`src/rtl/pll_seq_pkg.sv`:
```
package pll_seq_pkg;
  localparam int unsigned MFI_W  = 9;
  localparam int unsigned MFN_W  = 30;
  localparam int unsigned MFD_W  = 30;
  localparam int unsigned RDIV_W = 3;
  localparam int unsigned ODIV_W = 8;
  localparam int unsigned WORD_W = 32;

  localparam int unsigned DIV_MFI_LSB  = 16;
  localparam int unsigned DIV_RDIV_LSB = 13;
  localparam int unsigned DIV_ODIV_LSB = 0;
  localparam int unsigned NUM_LSB      = 2;
  localparam int unsigned DEN_LSB      = 0;

  typedef struct packed {
    logic              frac;
    logic [MFI_W-1:0]  mfi;
    logic [MFN_W-1:0]  mfn;
    logic [MFD_W-1:0]  mfd;
    logic [RDIV_W-1:0] rdiv;
    logic [ODIV_W-1:0] odiv;
  } pll_cfg_t;

  typedef enum logic [3:0] {
    S_IDLE,
    S_CLR_HW,
    S_CLR_OE,
    S_CLR_PU,
    S_CLR_BYP,
    S_WR_DIV,
    S_WR_DEN,
    S_WR_NUM,
    S_SETTLE,
    S_LOCK_WAIT,
    S_EN_BYP,
    S_EN_PU,
    S_EN_OE,
    S_EN_WAIT,
    S_EN_CLR
  } seq_state_e;
endpackage

```
`src/rtl/pll_word_pack.sv`:
```
module pll_word_pack
  import pll_seq_pkg::*;
(
  input  pll_cfg_t          cfg_i,
  output logic [WORD_W-1:0] div_o,
  output logic [WORD_W-1:0] num_o,
  output logic [WORD_W-1:0] den_o
);
  always_comb begin
    div_o = '0;
    div_o[DIV_MFI_LSB  +: MFI_W]  = cfg_i.mfi;
    div_o[DIV_RDIV_LSB +: RDIV_W] = cfg_i.rdiv;
    div_o[DIV_ODIV_LSB +: ODIV_W] = cfg_i.odiv;
  end

  always_comb begin
    num_o = '0;
    num_o[NUM_LSB +: MFN_W] = cfg_i.mfn;
  end

  always_comb begin
    den_o = '0;
    den_o[DEN_LSB +: MFD_W] = cfg_i.mfd;
  end
endmodule

```
`src/rtl/pll_delay_cnt.sv`:
```
module pll_delay_cnt #(
  parameter int unsigned SHORT_CYC = 20,
  parameter int unsigned LONG_CYC  = 800
) (
  input  logic clk_i,
  input  logic rst_ni,
  input  logic clr_i,
  input  logic long_i,
  output logic hit_o
);
  localparam int unsigned MAX_CYC = (SHORT_CYC > LONG_CYC) ? SHORT_CYC : LONG_CYC;
  localparam int unsigned CW      = $clog2(MAX_CYC + 1);
  localparam logic [CW-1:0] SHORT_END = CW'(SHORT_CYC - 1);
  localparam logic [CW-1:0] LONG_END  = CW'(LONG_CYC - 1);
  localparam logic [CW-1:0] SAT_END   = CW'(MAX_CYC - 1);

  logic [CW-1:0] cnt_q;

  always_ff @(posedge clk_i or negedge rst_ni) begin
    if (!rst_ni)              cnt_q <= '0;
    else if (clr_i)           cnt_q <= '0;
    else if (cnt_q != SAT_END) cnt_q <= cnt_q + 1'b1;
  end

  assign hit_o = long_i ? (cnt_q == LONG_END) : (cnt_q == SHORT_END);

  // a window that is still open keeps counting
  p_cnt_moves_r5: assert property (@(posedge clk_i) disable iff (!rst_ni)
    (!clr_i && !hit_o && cnt_q != SAT_END) |=> (cnt_q != '0));
endmodule

```
`src/rtl/pll_reprog_seq.sv`:
```
module pll_reprog_seq
  import pll_seq_pkg::*;
#(
  parameter int unsigned CYC_PER_US = 4,
  parameter int unsigned SETTLE_US  = 5,
  parameter int unsigned LOCK_US    = 200
) (
  input  logic              clk_i,
  input  logic              rst_ni,
  input  logic              start_i,
  input  logic              enable_i,
  input  logic              disable_i,
  input  logic              frac_i,
  input  logic [8:0]        mfi_i,
  input  logic [29:0]       mfn_i,
  input  logic [29:0]       mfd_i,
  input  logic [2:0]        rdiv_i,
  input  logic [7:0]        odiv_i,
  input  logic              lock_i,
  output logic              hw_sel_o,
  output logic              out_en_o,
  output logic              pwr_up_o,
  output logic              bypass_o,
  output logic [31:0]       div_word_o,
  output logic [31:0]       num_word_o,
  output logic [31:0]       den_word_o,
  output logic              div_we_o,
  output logic              num_we_o,
  output logic              den_we_o,
  output logic              busy_o,
  output logic              done_o,
  output logic              err_o
);
  localparam int unsigned SETTLE_CYC = SETTLE_US * CYC_PER_US;
  localparam int unsigned LOCK_CYC   = LOCK_US * CYC_PER_US;

  seq_state_e state_q, state_d;
  pll_cfg_t   cfg_in, cfg_q;
  logic [WORD_W-1:0] div_w, num_w, den_w;
  logic hit, cnt_clr, cnt_long;

  logic hw_sel_q, out_en_q, pwr_up_q, bypass_q;
  logic div_we_q, num_we_q, den_we_q, done_q, err_q;
  logic [WORD_W-1:0] div_q, num_q, den_q;

  assign cfg_in = '{frac: frac_i, mfi: mfi_i, mfn: mfn_i, mfd: mfd_i,
                    rdiv: rdiv_i, odiv: odiv_i};

  pll_word_pack i_pack (
    .cfg_i (cfg_q),
    .div_o (div_w),
    .num_o (num_w),
    .den_o (den_w)
  );

  assign cnt_long = (state_q == S_LOCK_WAIT) || (state_q == S_EN_WAIT);
  assign cnt_clr  = (state_d != state_q);

  pll_delay_cnt #(
    .SHORT_CYC (SETTLE_CYC),
    .LONG_CYC  (LOCK_CYC)
  ) i_cnt (
    .clk_i  (clk_i),
    .rst_ni (rst_ni),
    .clr_i  (cnt_clr),
    .long_i (cnt_long),
    .hit_o  (hit)
  );

  always_comb begin
    state_d = state_q;
    unique case (state_q)
      S_IDLE: begin
        if (start_i)                    state_d = S_CLR_HW;
        else if (enable_i && !pwr_up_q) state_d = S_EN_BYP;
      end
      S_CLR_HW:    state_d = S_CLR_OE;
      S_CLR_OE:    state_d = S_CLR_PU;
      S_CLR_PU:    state_d = S_CLR_BYP;
      S_CLR_BYP:   state_d = S_WR_DIV;
      S_WR_DIV:    state_d = cfg_q.frac ? S_WR_DEN : S_SETTLE;
      S_WR_DEN:    state_d = S_WR_NUM;
      S_WR_NUM:    state_d = S_SETTLE;
      S_SETTLE:    if (hit) state_d = S_LOCK_WAIT;
      S_LOCK_WAIT: if (lock_i || hit) state_d = S_IDLE;
      S_EN_BYP:    state_d = S_EN_PU;
      S_EN_PU:     state_d = S_EN_OE;
      S_EN_OE:     state_d = S_EN_WAIT;
      S_EN_WAIT: begin
        if (lock_i)   state_d = S_EN_CLR;
        else if (hit) state_d = S_IDLE;
      end
      S_EN_CLR:    state_d = S_IDLE;
      default:     state_d = S_IDLE;
    endcase
  end

  always_ff @(posedge clk_i or negedge rst_ni) begin
    if (!rst_ni) begin
      state_q  <= S_IDLE;
      cfg_q    <= '0;
      hw_sel_q <= 1'b1;
      out_en_q <= 1'b0;
      pwr_up_q <= 1'b0;
      bypass_q <= 1'b0;
      div_q    <= '0;
      num_q    <= '0;
      den_q    <= '0;
      div_we_q <= 1'b0;
      num_we_q <= 1'b0;
      den_we_q <= 1'b0;
      done_q   <= 1'b0;
      err_q    <= 1'b0;
    end else begin
      state_q  <= state_d;
      div_we_q <= 1'b0;
      num_we_q <= 1'b0;
      den_we_q <= 1'b0;
      done_q   <= 1'b0;
      err_q    <= 1'b0;
      unique case (state_q)
        S_IDLE: begin
          if (start_i)                   cfg_q    <= cfg_in;
          else if (enable_i && pwr_up_q) done_q   <= 1'b1;
          else if (!enable_i && disable_i) pwr_up_q <= 1'b0;
        end
        S_CLR_HW:  hw_sel_q <= 1'b0;
        S_CLR_OE:  out_en_q <= 1'b0;
        S_CLR_PU:  pwr_up_q <= 1'b0;
        S_CLR_BYP: bypass_q <= 1'b0;
        S_WR_DIV: begin
          div_q    <= div_w;
          div_we_q <= 1'b1;
        end
        S_WR_DEN: begin
          den_q    <= den_w;
          den_we_q <= 1'b1;
        end
        S_WR_NUM: begin
          num_q    <= num_w;
          num_we_q <= 1'b1;
        end
        S_SETTLE: if (hit) pwr_up_q <= 1'b1;
        S_LOCK_WAIT: begin
          if (lock_i) begin
            out_en_q <= 1'b1;
            done_q   <= 1'b1;
          end else if (hit) begin
            err_q    <= 1'b1;
          end
        end
        S_EN_BYP:  bypass_q <= 1'b1;
        S_EN_PU:   pwr_up_q <= 1'b1;
        S_EN_OE:   out_en_q <= 1'b1;
        S_EN_WAIT: if (!lock_i && hit) err_q <= 1'b1;
        S_EN_CLR: begin
          bypass_q <= 1'b0;
          done_q   <= 1'b1;
        end
        default: ;
      endcase
    end
  end

  assign hw_sel_o   = hw_sel_q;
  assign out_en_o   = out_en_q;
  assign pwr_up_o   = pwr_up_q;
  assign bypass_o   = bypass_q;
  assign div_word_o = div_q;
  assign num_word_o = num_q;
  assign den_word_o = den_q;
  assign div_we_o   = div_we_q;
  assign num_we_o   = num_we_q;
  assign den_we_o   = den_we_q;
  assign busy_o     = (state_q != S_IDLE);
  assign done_o     = done_q;
  assign err_o      = err_q;

  p_order_r2: assert property (@(posedge clk_i) disable iff (!rst_ni)
    (state_q == S_CLR_BYP) |-> (!hw_sel_q && !out_en_q && !pwr_up_q));

  p_frac_only_r4: assert property (@(posedge clk_i) disable iff (!rst_ni)
    (num_we_q || den_we_q) |-> cfg_q.frac);

  p_settle_hold_r5: assert property (@(posedge clk_i) disable iff (!rst_ni)
    (state_q == S_SETTLE && !hit) |=> !pwr_up_q);

  p_timeout_off_r6: assert property (@(posedge clk_i) disable iff (!rst_ni)
    (state_q == S_LOCK_WAIT && !lock_i && hit) |=> (err_q && !out_en_q && pwr_up_q));

  p_oe_after_lock_r7: assert property (@(posedge clk_i) disable iff (!rst_ni)
    (state_q == S_LOCK_WAIT && !lock_i) |=> !out_en_q);

  p_skip_powered_r8: assert property (@(posedge clk_i) disable iff (!rst_ni)
    (state_q == S_IDLE && !start_i && enable_i && pwr_up_q) |=>
      (done_q && state_q == S_IDLE && pwr_up_q));

  p_disable_only_pu_r9: assert property (@(posedge clk_i) disable iff (!rst_ni)
    (state_q == S_IDLE && !start_i && !enable_i && disable_i) |=>
      (!pwr_up_q && $stable(out_en_q) && $stable(bypass_q) && $stable(hw_sel_q)));

  p_end_not_busy_r10: assert property (@(posedge clk_i) disable iff (!rst_ni)
    (done_q || err_q) |-> (state_q == S_IDLE));

  p_cfg_held_r11: assert property (@(posedge clk_i) disable iff (!rst_ni)
    (state_q != S_IDLE) |=> $stable(cfg_q));
endmodule

```
`config.mk`:
```
export PLATFORM = sky130hd
export DESIGN_NAME = pll_reprog_seq
export DESIGN_NICKNAME = d
export VERILOG_FILES = /design/src/rtl/pll_seq_pkg.sv /design/src/rtl/pll_word_pack.sv /design/src/rtl/pll_delay_cnt.sv /design/src/rtl/pll_reprog_seq.sv
export SDC_FILE = /design/constraint.sdc
export NUM_CORES = 1
export LEC_CHECK = 0
export ABC_AREA = 1
export BUFFER_PORTS_ARGS = -buffer_cell sky130_fd_sc_hd__buf_2
export CAP_MARGIN = 5
export CORE_UTILIZATION = 47
export DETAILED_ROUTE_END_ITERATION = 10
export PLACE_DENSITY = 0.81
export SLEW_MARGIN = 10
export SYNTH_ARGS = -nofsm -noshare
export SYNTH_HDL_FRONTEND = slang
export SYNTH_SLANG_ARGS = --single-unit
export TNS_END_PERCENT = 100
```
`constraint.sdc`:
```
create_clock -name clk_i -period 1.4 [get_ports clk_i]
set_input_delay 0.07 -clock clk_i [delete_from_list [all_inputs] [get_ports clk_i]]
set_output_delay 0.07 -clock clk_i [all_outputs]
set_load 0.02 [all_outputs]
```
==> metrics <==
Routability Congestion=1.00; # diodes=0; CTS Sinks=184; Area contributors post-synth=dfrtp_1 63%, o21ai_0 10%, nand2_1 9.7%, inv_1 5.4%, o21ai_1 1.7%; number of global-route vias before repair=6777; final std cells w/o fill=1312; Pleak=5.78 nW; share of the synthesized area in the top cell type=0.626; Min-Delay Path Class=in -> reg; Syn Std Cell Area=7320 um^2; boundary pin count=193; fmax=630 MHz; clock latency on the worst-skew pair=0.43 ns; total gr overflow=0; area delta synth->final=55.6%; worst-case vdd ir drop=1.12 mV; first-pass GRT wire length=31900 um; CTS tree=yes; Cells after DPL=1150; Post-Route WL=24200 um; H-tree depth=4; endpoints failing hold=0; max-cap violation count=0; library cells used by synthesis=28; fin. max-slew vios=0; async set or reset register ratio after synthesis=1.00; worst setup margin=-0.187 ns; CP Class=reg -> reg; total power=24.6 mW; crit path capture type=flop; dpl hpwl=11100 um; CTS Buf Count=17; post-synthesis xor/xnor area fraction=0.00598; post-route ant nets=0; Commonest cells post-synth=190 x nand2_1, 183 x dfrtp_1, 148 x o21ai_0; simple-gate portion of the synthesized area=0.136; drt first-iter violations=500; vias per cell=5.38; num rows=45; Final Skew=0.00921 ns; Yosys reg bits=184; die width=127 um; largest fanout on the critical path=11; total number of vias=7061; final core utilization=0.749; Worst Hold Slack=0.0908 ns; multiplexer share of the synthesized area=0.00137; startpoint types=flop; R2R setup slack=-0.19 ns; Remaining DRCs=0; die area=16100 um^2; PD cells=2160 nW/um^2; Final period util=1.13; Tmin final=1.59 ns; CTS max path bufs=2; count leader, synth=nand2_1; Syn Area/Cell=9.40 um^2; initial antenna violation count=0; fillers=893; Layout Nets=1199; Worst Path Arrival=1.88 ns; Vert. Die Dim=127 um; clock root cell=clkbuf_16; Syn Inst Count=779; Post-Synth Adder-Cell Area=0.00171; RSZ-0062 raised after global routing=yes; Wirelength per Cell=18.4 um; Post-synth EDFFs=0; biggest area consumer among synthesized cells=dfrtp_1; post-synthesis compound-gate area fraction=0.127; main combinational cell family by area after synthesis=simple AND/OR/NAND/NOR gates; Port-buffer cells=176; setup TNS=-6.28 ns; DR pass1 iterations=5; final setup vio count=117; yosys warns=0; main flop type after synthesis=dfrtp_1; Initial Util=0.482; Critical Path RT=1.70 ns; layout cells sized above 1=0.372; largest net degree at the start of global routing=45; clock transition at the registers of the reported paths=0.07 ns; Tot GR Track Use=0.257; status=finished, violations left; core box area=15200 um^2; sequential area share after synthesis=0.629; violated checks=negative setup slack
[stage by stage]
| stage | worst slack (ns) | area, um^2 |
|---|---|---|
| floorplan | 0.0140 | 7390 |
| global placement | -0.142 | 8600 |
| detailed placement | -0.155 | 8600 |
| CTS | -0.0622 | 10400 |
| global route | -0.240 | 11400 |
| finish | -0.187 | 11400 |
[area by class of cell]
type                       count  area, um^2  area share
clock buffer                  20         467      0.0410
clock inverter                12         166      0.0146
inverter                     109         424      0.0372
multi-input combinational    453        2560       0.225
sequential                   184        4610       0.405
tap                          188         235      0.0207
timing repair buffer         344        2880       0.252
timing repair inverter         2        46.3     0.00407
[flip-flops by register name, indices dropped and copies added (netlist names), 4 cells and up]
signal and flops:
cfg_q 81, den_word_o 30, div_word_o 20, i_cnt.cnt_q 10
num_word_o 30, state_q 4
[cell families (layout without fill, tap and decap cells)]
family | after synthesis | count (layout)
fa+ha+maj | 1 | 1
buf+inv | 158 | 487
compound gates | 182 | 182
mux | 1 | 1
xor+xnor | 5 | 5
other cells | 1 | 16
flops | 184 | 184
simple gates | 247 | 248
[worst paths after layout]
kind	start	endpoint	cells after the start
min in group asynchronous	rst_ni	cfg_q[44]	2
max in group asynchronous	rst_ni	cfg_q[31]	3
setup reg to reg	state_q[1]	den_word_o[13]	8
hold / removal	start_i	done_o	5
hold reg to reg	den_word_o[15]	den_word_o[15]	2
setup / recovery	state_q[1]	den_word_o[13]	8
[cells in the final DEF, fill, tap and decap left out, drive strengths merged, types with 16 or more instances in the layout]
master       count
clkbuf          35
conb            16
dlygate4sd3     84
dfrtp          183
o21ai          173
nand2          193
nor2            30
nand3           16
buf            245
inv            110
[report_power, final]
part	internal (mW)	leakage (nW)	total (mW)	switching (mW)
sequential	7.64	2.32	8.79	1.15
clock	2.98	0.297	5.12	2.14
combinational	4.19	3.16	10.7	6.48
total	14.8	5.78	24.6	9.77
[critical path: stages, from the launching register on]
cell       delay (ns)
dfrtp_1          0.43
inv_2            0.11
nor2_4           0.20
inv_2            0.09
nor2_4           0.14
inv_4            0.09
clkbuf_16        0.18
nand2_1          0.09
o21ai_1          0.12
[routing by layer]
metal / up-vias / share of wire / global-route usage
li1: 3103 / - / -
met1: 3434 / 0.37 / 0.301
met2: 402 / 0.50 / 0.429
met3: 122 / 0.074 / 0.0650
met4: 0 / 0.052 / 0.149
met5: - / 0 / 0
[what timing repair did]
action / in CTS / in global routing
pin swaps: 18 / 20
gates cloned: 3 / 22
hold buffers: 84 / 0
endpoints found under the hold margin: 269 / 0
buffers inserted: 9 / 13
resized for setup: 55 / 176
endpoints found under the setup margin: 126 / 155
Power figures use the tool's default switching activity.
